[config.mk]
export PLATFORM = sky130hd
export DESIGN_NAME = btb_fetch_unit
export DESIGN_NICKNAME = d
export VERILOG_FILES = /design/src/rtl/btb_pkg.sv /design/src/rtl/btb_entry_array.sv /design/src/rtl/btb_resolve_logic.sv /design/src/rtl/btb_redirect_fsm.sv /design/src/rtl/btb_next_pc_mux.sv /design/src/rtl/btb_fetch_unit.sv
export SDC_FILE = /design/constraint.sdc
export NUM_CORES = 2
export LEC_CHECK = 0
export ABC_AREA = 0
export BUFFER_PORTS_ARGS = -buffer_cell sky130_fd_sc_hd__buf_2
export CORE_ASPECT_RATIO = 0.9
export CORE_MARGIN = 2
export CORE_UTILIZATION = 60
export DETAILED_ROUTE_END_ITERATION = 7
export PLACE_DENSITY = 0.81
export SKIP_LAST_GASP = 1
export SLEW_MARGIN = 25
export SYNTH_ARGS = -nofsm -noshare
export SYNTH_HDL_FRONTEND = slang
export SYNTH_HIERARCHICAL = 1
export SYNTH_SLANG_ARGS = --single-unit
export TNS_END_PERCENT = 100
[constraint.sdc]
create_clock -name clk -period 14.6 [get_ports clk]
set_input_delay 0 -clock clk [delete_from_list [all_inputs] [get_ports clk]]
set_output_delay 0 -clock clk [all_outputs]
set_load 0.005 [all_outputs]
[src/rtl/btb_pkg.sv]
package btb_pkg;

    typedef enum logic [1:0] {
        ST_RUN   = 2'd0,
        ST_FLUSH = 2'd1,
        ST_STALL = 2'd2
    } redir_state_e;

    localparam logic [1:0] CTR_FILL = 2'b10;
    localparam logic [1:0] CTR_MAX  = 2'b11;
    localparam logic [1:0] CTR_MIN  = 2'b00;

    function automatic logic [1:0] ctr_step(input logic [1:0] cur, input logic went);
        logic [1:0] nxt;
        if (went) nxt = (cur == CTR_MAX) ? CTR_MAX : cur + 2'd1;
        else      nxt = (cur == CTR_MIN) ? CTR_MIN : cur - 2'd1;
        return nxt;
    endfunction

endpackage

[src/rtl/btb_entry_array.sv]
module btb_entry_array #(
    parameter int PC_W  = 32,
    parameter int DEPTH = 16,
    localparam int IDX_W = $clog2(DEPTH),
    localparam int WA_W  = PC_W - 2,
    localparam int TAG_W = PC_W - IDX_W - 2
) (
    input  logic            clk,
    input  logic            rst_n,
    input  logic [WA_W-1:0] a_wpc,
    output logic            a_hit,
    output logic [1:0]      a_ctr,
    output logic [PC_W-1:0] a_tgt,
    input  logic [WA_W-1:0] b_wpc,
    output logic            b_hit,
    output logic [1:0]      b_ctr,
    output logic [PC_W-1:0] b_tgt,
    input  logic            wr_en,
    input  logic [WA_W-1:0] wr_wpc,
    input  logic [PC_W-1:0] wr_tgt,
    input  logic [1:0]      wr_ctr
);

    logic             vld_a [DEPTH];
    logic [TAG_W-1:0] tag_a [DEPTH];
    logic [PC_W-1:0]  tgt_a [DEPTH];
    logic [1:0]       ctr_a [DEPTH];

    logic [IDX_W-1:0] wr_idx;
    logic [TAG_W-1:0] wr_tag;
    assign wr_idx = wr_wpc[IDX_W-1:0];
    assign wr_tag = wr_wpc[WA_W-1:IDX_W];

    for (genvar i = 0; i < DEPTH; i++) begin : g_slot
        logic             v_q;
        logic [TAG_W-1:0] t_q;
        logic [PC_W-1:0]  d_q;
        logic [1:0]       c_q;

        always_ff @(posedge clk or negedge rst_n) begin
            if (!rst_n) begin
                v_q <= 1'b0;
                t_q <= '0;
                d_q <= '0;
                c_q <= 2'b00;
            end else if (wr_en && (wr_idx == IDX_W'(i))) begin
                v_q <= 1'b1;
                t_q <= wr_tag;
                d_q <= wr_tgt;
                c_q <= wr_ctr;
            end
        end

        assign vld_a[i] = v_q;
        assign tag_a[i] = t_q;
        assign tgt_a[i] = d_q;
        assign ctr_a[i] = c_q;
    end

    logic [IDX_W-1:0] a_idx, b_idx;
    assign a_idx = a_wpc[IDX_W-1:0];
    assign b_idx = b_wpc[IDX_W-1:0];

    always_comb begin
        a_hit = vld_a[a_idx] && (tag_a[a_idx] == a_wpc[WA_W-1:IDX_W]);
        a_ctr = ctr_a[a_idx];
        a_tgt = tgt_a[a_idx];
        b_hit = vld_a[b_idx] && (tag_a[b_idx] == b_wpc[WA_W-1:IDX_W]);
        b_ctr = ctr_a[b_idx];
        b_tgt = tgt_a[b_idx];
    end

    // Write tracking for the visibility check below.
    logic            wr_en_q;
    logic [WA_W-1:0] wr_wpc_q;
    always_ff @(posedge clk or negedge rst_n) begin
        if (!rst_n) begin
            wr_en_q  <= 1'b0;
            wr_wpc_q <= '0;
        end else begin
            wr_en_q  <= wr_en;
            wr_wpc_q <= wr_wpc;
        end
    end

    // a write is seen by a lookup of the same address on the next cycle.
    a_r10_write_visible: assert property (@(posedge clk) disable iff (!rst_n)
        (wr_en_q && (a_wpc == wr_wpc_q)) |-> a_hit);

endmodule

[src/rtl/btb_resolve_logic.sv]
module btb_resolve_logic #(
    parameter int PC_W = 32
) (
    input  logic            res_valid,
    input  logic            accept,
    input  logic [PC_W-1:0] res_pc,
    input  logic            res_taken,
    input  logic [PC_W-1:0] res_target,
    input  logic            b_hit,
    input  logic [1:0]      b_ctr,
    input  logic [PC_W-1:0] b_tgt,
    output logic            mispredict,
    output logic [PC_W-1:0] correct_pc,
    output logic            wr_en,
    output logic [PC_W-1:0] wr_tgt,
    output logic [1:0]      wr_ctr
);
    import btb_pkg::*;

    logic [PC_W-1:0] seq_pc, guess_pc;
    logic            live;

    always_comb begin
        live       = res_valid && accept;
        seq_pc     = res_pc + PC_W'(4);
        guess_pc   = (b_hit && b_ctr[1]) ? b_tgt : seq_pc;
        correct_pc = res_taken ? res_target : seq_pc;
        mispredict = live && (guess_pc != correct_pc);
        wr_en      = live && (b_hit || res_taken);
        wr_ctr     = b_hit ? ctr_step(b_ctr, res_taken) : CTR_FILL;
        wr_tgt     = res_taken ? res_target : b_tgt;
    end

endmodule

[src/rtl/btb_redirect_fsm.sv]
module btb_redirect_fsm #(
    parameter int PC_W = 32
) (
    input  logic            clk,
    input  logic            rst_n,
    input  logic            mispredict,
    input  logic [PC_W-1:0] correct_pc,
    output logic            accept,
    output logic            flush,
    output logic            stall,
    output logic            redirect,
    output logic [PC_W-1:0] fix_pc
);
    import btb_pkg::*;

    redir_state_e state_q, state_d;

    always_comb begin
        state_d = state_q;
        unique case (state_q)
            ST_RUN:   if (mispredict) state_d = ST_FLUSH;
            ST_FLUSH: state_d = ST_STALL;
            ST_STALL: state_d = ST_RUN;
            default:  state_d = ST_RUN;
        endcase
    end

    always_ff @(posedge clk or negedge rst_n) begin
        if (!rst_n) begin
            state_q <= ST_RUN;
            fix_pc  <= '0;
        end else begin
            state_q <= state_d;
            if (state_q == ST_RUN && mispredict) fix_pc <= correct_pc;
        end
    end

    always_comb begin
        accept   = 1'b0;
        flush    = 1'b0;
        stall    = 1'b0;
        redirect = 1'b0;
        unique case (state_q)
            ST_RUN:   accept = 1'b1;
            ST_FLUSH: begin flush = 1'b1; stall = 1'b1; end
            ST_STALL: begin redirect = 1'b1; stall = 1'b1; end
            default:  accept = 1'b0;
        endcase
    end

    // the flush cycle is always followed by the redirect cycle.
    a_r8_flush_then_redirect: assert property (@(posedge clk) disable iff (!rst_n)
        flush |=> (redirect && !flush));
    // after the redirect cycle fetch runs freely again.
    a_r8_redirect_then_run: assert property (@(posedge clk) disable iff (!rst_n)
        redirect |=> (!stall && !flush && !redirect));
    // flush and redirect never share a cycle.
    a_r8_phase_exclusive: assert property (@(posedge clk) disable iff (!rst_n)
        $onehot0({flush, redirect}));

endmodule

[src/rtl/btb_next_pc_mux.sv]
module btb_next_pc_mux #(
    parameter int PC_W = 32
) (
    input  logic [PC_W-1:0] fetch_pc,
    input  logic            pred_taken,
    input  logic [PC_W-1:0] pred_tgt,
    input  logic            stall,
    input  logic            redirect,
    input  logic [PC_W-1:0] fix_pc,
    output logic [PC_W-1:0] next_pc
);
    always_comb begin
        if (redirect)        next_pc = fix_pc;
        else if (stall)      next_pc = fetch_pc;
        else if (pred_taken) next_pc = pred_tgt;
        else                 next_pc = fetch_pc + PC_W'(4);
    end
endmodule

[src/rtl/btb_fetch_unit.sv]
module btb_fetch_unit #(
    parameter int PC_W  = 32,
    parameter int DEPTH = 16
) (
    input  logic            clk,
    input  logic            rst_n,
    input  logic [PC_W-1:0] fetch_pc,
    input  logic            resolve_valid,
    input  logic [PC_W-1:0] resolve_pc,
    input  logic            resolve_taken,
    input  logic [PC_W-1:0] resolve_target,
    output logic            hit,
    output logic            pred_taken,
    output logic [PC_W-1:0] next_pc,
    output logic            flush,
    output logic            stall,
    output logic            redirect
);
    localparam int WA_W = PC_W - 2;

    logic            a_hit, b_hit;
    logic [1:0]      a_ctr, b_ctr, wr_ctr;
    logic [PC_W-1:0] a_tgt, b_tgt, wr_tgt;
    logic            wr_en, mispredict, accept;
    logic [PC_W-1:0] correct_pc, fix_pc;

    btb_entry_array #(.PC_W(PC_W), .DEPTH(DEPTH)) u_array (
        .clk    (clk),
        .rst_n  (rst_n),
        .a_wpc  (fetch_pc[PC_W-1:2]),
        .a_hit  (a_hit),
        .a_ctr  (a_ctr),
        .a_tgt  (a_tgt),
        .b_wpc  (resolve_pc[PC_W-1:2]),
        .b_hit  (b_hit),
        .b_ctr  (b_ctr),
        .b_tgt  (b_tgt),
        .wr_en  (wr_en),
        .wr_wpc (resolve_pc[WA_W+1:2]),
        .wr_tgt (wr_tgt),
        .wr_ctr (wr_ctr)
    );

    btb_resolve_logic #(.PC_W(PC_W)) u_resolve (
        .res_valid  (resolve_valid),
        .accept     (accept),
        .res_pc     (resolve_pc),
        .res_taken  (resolve_taken),
        .res_target (resolve_target),
        .b_hit      (b_hit),
        .b_ctr      (b_ctr),
        .b_tgt      (b_tgt),
        .mispredict (mispredict),
        .correct_pc (correct_pc),
        .wr_en      (wr_en),
        .wr_tgt     (wr_tgt),
        .wr_ctr     (wr_ctr)
    );

    btb_redirect_fsm #(.PC_W(PC_W)) u_fsm (
        .clk        (clk),
        .rst_n      (rst_n),
        .mispredict (mispredict),
        .correct_pc (correct_pc),
        .accept     (accept),
        .flush      (flush),
        .stall      (stall),
        .redirect   (redirect),
        .fix_pc     (fix_pc)
    );

    assign hit        = a_hit;
    assign pred_taken = a_hit && a_ctr[1];

    btb_next_pc_mux #(.PC_W(PC_W)) u_mux (
        .fetch_pc   (fetch_pc),
        .pred_taken (pred_taken),
        .pred_tgt   (a_tgt),
        .stall      (stall),
        .redirect   (redirect),
        .fix_pc     (fix_pc),
        .next_pc    (next_pc)
    );

    // an accepted misprediction raises flush on the next cycle.
    a_r7_mispredict_flushes: assert property (@(posedge clk) disable iff (!rst_n)
        mispredict |=> flush);
    // the redirect cycle carries the true next address of the resolve.
    a_r8_redirect_address: assert property (@(posedge clk) disable iff (!rst_n)
        mispredict |=> ##1 (redirect && (next_pc == $past(correct_pc, 2))));

endmodule

* Word level (Yosys, flattened, before mapping)
Index checks and enable logic that the tools add are counted. Widths: inputs -> output; s select.
Operators by class: bitwise operators 2, $lt $le $gt $ge 2, reductions and logical operators 29, eq/ne operators 22, $add $sub $neg 4, mux-type cells 40
Operators with widths (count):
- $mux 32 | 10
- $bmux 32 s4 | 2
- $bmux 26 s4 | 2
- $mux 26 | 4
- $add 32x3->32 const B | 2
- $eq 26x26->1 | 2
- $eq 4x4->1 const B | 8
- $ne 32x32->1 | 1
- $logic_and 1x1->1 | 24
- $mux 2 | 9
- $bmux 2 s4 | 2
- $eq 4x3->1 const B | 4
- $ge 5x5->1 const B | 2
- $not 4->5 | 2
- $bmux 1 s4 | 2
- $eq 4x2->1 const B | 2
- $mux 1 | 8
- $eq 2x2->1 const B | 2
- $eq 4x1->1 const B | 1
- $logic_not 2->1 | 2
- $logic_not 4->1 | 1
- $pmux 2 s2 | 1
- $add 2x1->2 const B | 1
- $eq 2x1->1 const B | 1
- 4 further kinds | 4
Word-level totals: register bits 1010, output and inout port bits 37, logic and storage cells 165, input bits 100

* Logic depth before layout (Yosys ltp)
depth after elaboration 12, depth in mapped cells 24, gate-level depth less buffers 17

* Hierarchy
The synthesis kept the hierarchy.
Modules (own cells, without submodules):
- btb_entry_array | seq. area each 24423.4 µm², area each 52297.7 µm², cells each 3307, instances 1
- btb_resolve_logic | seq. area each 0.0 µm², area each 3086.7 µm², cells each 457, instances 1
- btb_next_pc_mux | seq. area each 0.0 µm², area each 1574.0 µm², cells each 254, instances 1
- btb_redirect_fsm | seq. area each 850.8 µm², area each 1323.8 µm², cells each 79, instances 1
- btb_fetch_unit | seq. area each 0.0 µm², area each 6.3 µm², cells each 1, instances 1

* Least setup slack after synthesis
Ideal clock, no wire load.
path type reg2reg, start point reg u_array.g_slot[6].t_q[9], end point reg u_fsm.fix_pc[0], stages on the path, launching flop included 19, buffers on the path 1, clock period less this slack 4849 ps, setup time 125 ps, slack 9751 ps, data required time 14475 ps, arrival time 4724 ps, path through dfrtp_1 -> mux4_2 -> mux2i_1 -> o2bb2ai_1 -> or4_4 -> nor4_2 -> o2111ai_1 -> a2111oi_2 -> nand2_1 -> nor2_1 -> a21oi_1 -> o21ai_0 -> nand4_1 -> or4b_2 -> nor4_1 -> a41oi_1 -> nand2_1 -> buf_4 -> mux2_2
On the way: longest elaborated chain between the ends 10
RTL lines:
- start: declaration | RTL line btb_entry_array.sv:36 | logic [TAG_W-1:0] t_q;
- start signal: assignment | RTL line btb_entry_array.sv:48 | t_q <= wr_tag;
- $bmux 26 s4 | RTL line btb_entry_array.sv:68 | b_hit = vld_a[b_idx] && (tag_a[b_idx] == b_wpc[WA_W-1:IDX_W]);
- $mux 26 (not written as such) (2 in series) | RTL line btb_entry_array.sv:68
- $eq 26x26->1 | RTL line btb_entry_array.sv:68
- $logic_and 1x1->1 | RTL line btb_entry_array.sv:68
- via b_hit | RTL line btb_fetch_unit.sv:21 | logic a_hit, b_hit;
- $logic_and 1x1->1 | RTL line btb_resolve_logic.sv:26 | guess_pc = (b_hit && b_ctr[1]) ? b_tgt : seq_pc;
- $mux 32 | RTL line btb_resolve_logic.sv:26
- $ne 32x32->1 | RTL line btb_resolve_logic.sv:28 | mispredict = live && (guess_pc != correct_pc);
- $logic_and 1x1->1 | RTL line btb_resolve_logic.sv:28
- via mispredict | RTL line btb_fetch_unit.sv:24 | logic wr_en, mispredict, accept;
- $logic_and 1x1->1 | RTL line btb_redirect_fsm.sv:34 | if (state_q == ST_RUN && mispredict) fix_pc <= correct_pc;
- end signal: assignment | RTL line btb_redirect_fsm.sv:34
- end: declaration | RTL line btb_redirect_fsm.sv:12 | output logic [PC_W-1:0] fix_pc
The timed path passes the listed nets, and every way through them passes these cells. The select of a mux whose other input is x is not followed. A chain may end at the register's enable or synchronous reset.

* Worst setup path after layout
start point in resolve_pc[3], end point reg u_fsm.fix_pc[0]
On the way: longest elaborated chain between the ends 11, elaborated cells between the ends (all ways) 22, those cells by class 1 x add/sub; 2 x eq/ne; 14 x mux; 1 x bitwise; 4 x reduce/logical
RTL lines:
- start: declaration | RTL line btb_fetch_unit.sv:9 | input logic [PC_W-1:0] resolve_pc,
- $not 4->5 (not written as such) (*) | RTL line btb_entry_array.sv:68
- $bmux 26 s4 | RTL line btb_entry_array.sv:68
- $mux 26 (not written as such) (2 in series) | RTL line btb_entry_array.sv:68
- $eq 26x26->1 | RTL line btb_entry_array.sv:68
- $logic_and 1x1->1 (*) | RTL line btb_entry_array.sv:68
- via b_hit | RTL line btb_fetch_unit.sv:21
- $logic_and 1x1->1 (*) | RTL line btb_resolve_logic.sv:26
- $mux 32 (*) | RTL line btb_resolve_logic.sv:26
- $ne 32x32->1 (*) | RTL line btb_resolve_logic.sv:28
- $logic_and 1x1->1 (*) | RTL line btb_resolve_logic.sv:28
- via mispredict | RTL line btb_fetch_unit.sv:24
- $logic_and 1x1->1 (*) | RTL line btb_redirect_fsm.sv:34
The timed path passes the listed nets; every way through them passes the cells marked *. The select of a mux whose other input is x is not followed.

==> results.toml <==
[sta]
finalSetupViolCount = 0
worst_pin_slew_ns = 1.14
fin_tns_setup_ns = 0
rsz0062_at_grt = "false"
slew_viol_final = 0
relSlewSlack = 0.235
skew_ns = 0.0335
fin_crit_ns = 7.26
finalCritPeriodShare = 0.497
max_freq_mhz = 138
hold_violations = 0

[setup_path]
reg2reg_from = "u_array/g_slot[5].t_q[1]$_DFFE_PN0P_"
endpoint = "u_fsm/fix_pc[0]$_DFFE_PN0P_"
crit_type = "in2reg"
path_max_fanout = 73
crit_top_cell = "buf_4"
r2r_cells = 18
worstSetupStartpointType = "primary input"
max_stage_delay_ns = 0.81
cp-end-kind = "register"
reg2reg_slack_ns = 7.92
critPathLaunch = "resolve_pc[3]"
reg2reg_to = "u_fsm/fix_pc[0]$_DFFE_PN0P_"
slowest_stage = "buf_4"
worstPathCellList = "buf_8 > buf_4 > buf_4 > mux4_2 > mux2i_1 > o22ai_1 > or4_4 > nor4_2 > o2111ai_1 > a2111oi_2 > buf_4 > and2_1 > o21ai_0 > o32ai_1 > mux2i_1 > a211oi_1 > nand4_1 > nor4_1 > a41oi_1 > nand2_1 > buf_4 > mux2_2"
cp_data_arrival_time_ns = 7.83
worstPathRequired_ns = 15.17

[power]
power.density_nw_per_um2 = 147
power_frac_comb = 0.286
peakVddDrop_v = 0.000104
seq_power_share = 0.424
p_int_w = 0.00644
leakage_nw = 28.5
switching_share = 0.314
pwr-share-clk = 0.290
net-switching-power_w = 0.00294

[die]
boundaryPins = 137
initial_core_util = 0.605
die_height_um = 299
die-width_um = 332
num_rows = 108
dieArea_sq_um = 99500
core_region_area_sq_um = 96200

[yosys]
avgSynthCellArea_sq_um = 14.2
yosysWarnings = 6
synth_area_sq_um = 58200
syn_inst = 4093
synth_nets = 4199

[routing]
drt-wirelength-per-cell_um = 33.4
via_per_inst = 7.39
drc_errors = 0
drt_pass1_iterations = 6
initialDrtViolationCount = 5464
drtAntennaViolNets = 0
detail_route.wirelength_um = 182000
num_vias = 40400

[finish]
drive_gt1_frac = 0.478
final_core_util = 0.664
area_growth_pct = 9.74
nets = 4220

[global_routing]
antenna_found_initial = 23
grt_pass1_vias = 40700
grt_pass1_wl_um = 270000
grt_util_all_layers = 0.368
grt_max_degree = 149
gr-total-overflow = 0

[clocking]
cts_buffer_depth = 3
cts_setup_buffers = 0
cts.sink_count = 1010
h-tree-depth = 3
cts_tree = "yes"
path_clk_slew_ns = 0.06
cts-root-buf = "clkbuf_16"
worstSkewPairLatency_ns = 0.71
numCtsBuffers = 104

[run_status]
outcome = "finished clean"

[placed_design]
hpwl_um = 115000
place_congestion = 0.988
port_buffers = 136

[hold_path]
hp-class = "in2reg"

[flow_run]
cap_violations = 0
[placed cells by master (no fill, tap or decap), types with 59 or more instances in the layout]
cell / count
mux2_2: 1032
nand2_1: 133
dfrtp_1: 1010
mux2i_1: 134
xnor2_1: 73
mux4_2: 528
o21ai_0: 74
nor2_1: 67
buf_2: 127
dlygate4sd3_1: 59
a21oi_1: 67
buf_4: 75
clkbuf_16: 105
xor2_1: 63
[per-stage QoR]
step                      cells  total power (W)  setup slack [ns]  hold slack (ns)  area [sq um]
after floorplan            4093          0.00568              9.75           -0.296         58200
after global placement     5210          0.00645              7.01            0.177         59700
after detailed placement   5211          0.00657              6.97            0.175         59700
after CTS                  5455          0.00931              7.67          0.00196         63700
after global routing       5460          0.00972              7.27           0.0134         63800
final                      5462          0.00939              7.34           0.0384         63800
[power groups by stage]
| stage | clock network [W] | logic, W | registers, W |
|---|---|---|---|
| 2_1_floorplan | 0 | 0.00186 | 0.00382 |
| 6_report | 0.00272 | 0.00268 | 0.00398 |
| 5_1_grt | 0.00286 | 0.00280 | 0.00406 |
| 4_1_cts | 0.00274 | 0.00260 | 0.00396 |
| 3_3_place_gp | 0 | 0.00250 | 0.00394 |
| 3_5_place_dp | 0 | 0.00257 | 0.00400 |
[worst max-delay path: cells and delay by family]
family	cells	cell delay [ns]
compound gates	7	1.85
simple gates	6	1.90
mux	4	1.50
buf+inv	5	2.54
[routing by layer]
layer	GRT usage	wire length, um
met1	0.512	69600
met2	0.533	79600
met3	0.132	24400
met4	0.145	8400
met5	0	218
[worst min path at each step]
stage	from	endpoint	slack, ns	cells past startpoint
3_5_place_dp	rst_n	u_array/g_slot[8].d_q[4]$_DFFE_PN0P_	0.18	1
4_1_cts	resolve_pc[24]	u_array/g_slot[8].t_q[18]$_DFFE_PN0P_	0.002	2
5_1_grt	resolve_pc[24]	u_array/g_slot[8].t_q[18]$_DFFE_PN0P_	0.01	2
2_1_floorplan	rst_n	u_array/g_slot[0].c_q[0]$_DFFE_PN0P_	-0.30	0
6_report	resolve_pc[17]	u_array/g_slot[8].t_q[11]$_DFFE_PN0P_	0.04	2
3_3_place_gp	rst_n	u_array/g_slot[9].d_q[4]$_DFFE_PN0P_	0.18	1
[what timing repair did]
action	in CTS	in global routing
hold buffers	58	1
gates resized for setup	0	0
endpoints found under the hold margin	495	34
[state kept, by name, summed over array words and instances, names as in the netlist]
name / cells
u_array/g_slot.t_q: 416
u_array/g_slot.c_q: 32
u_array/g_slot.d_q: 512
u_fsm/state_q: 2
u_array/g_slot.v_q: 16
u_fsm/fix_pc: 32
[layout make-up]
class | count | area [sq um]
Sequential cell | 1010 | 25300
Clock buffer | 141 | 2960
Clock inverter | 45 | 495
Inverter | 61 | 230
Antenna cell | 3 | 7.51
Timing Repair Buffer | 278 | 2070
Tap cell | 1265 | 1580
Multi-Input combinational cell | 2659 | 31200
Fill cell | 6651 | 32400
Power figures use the tool's default switching activity.
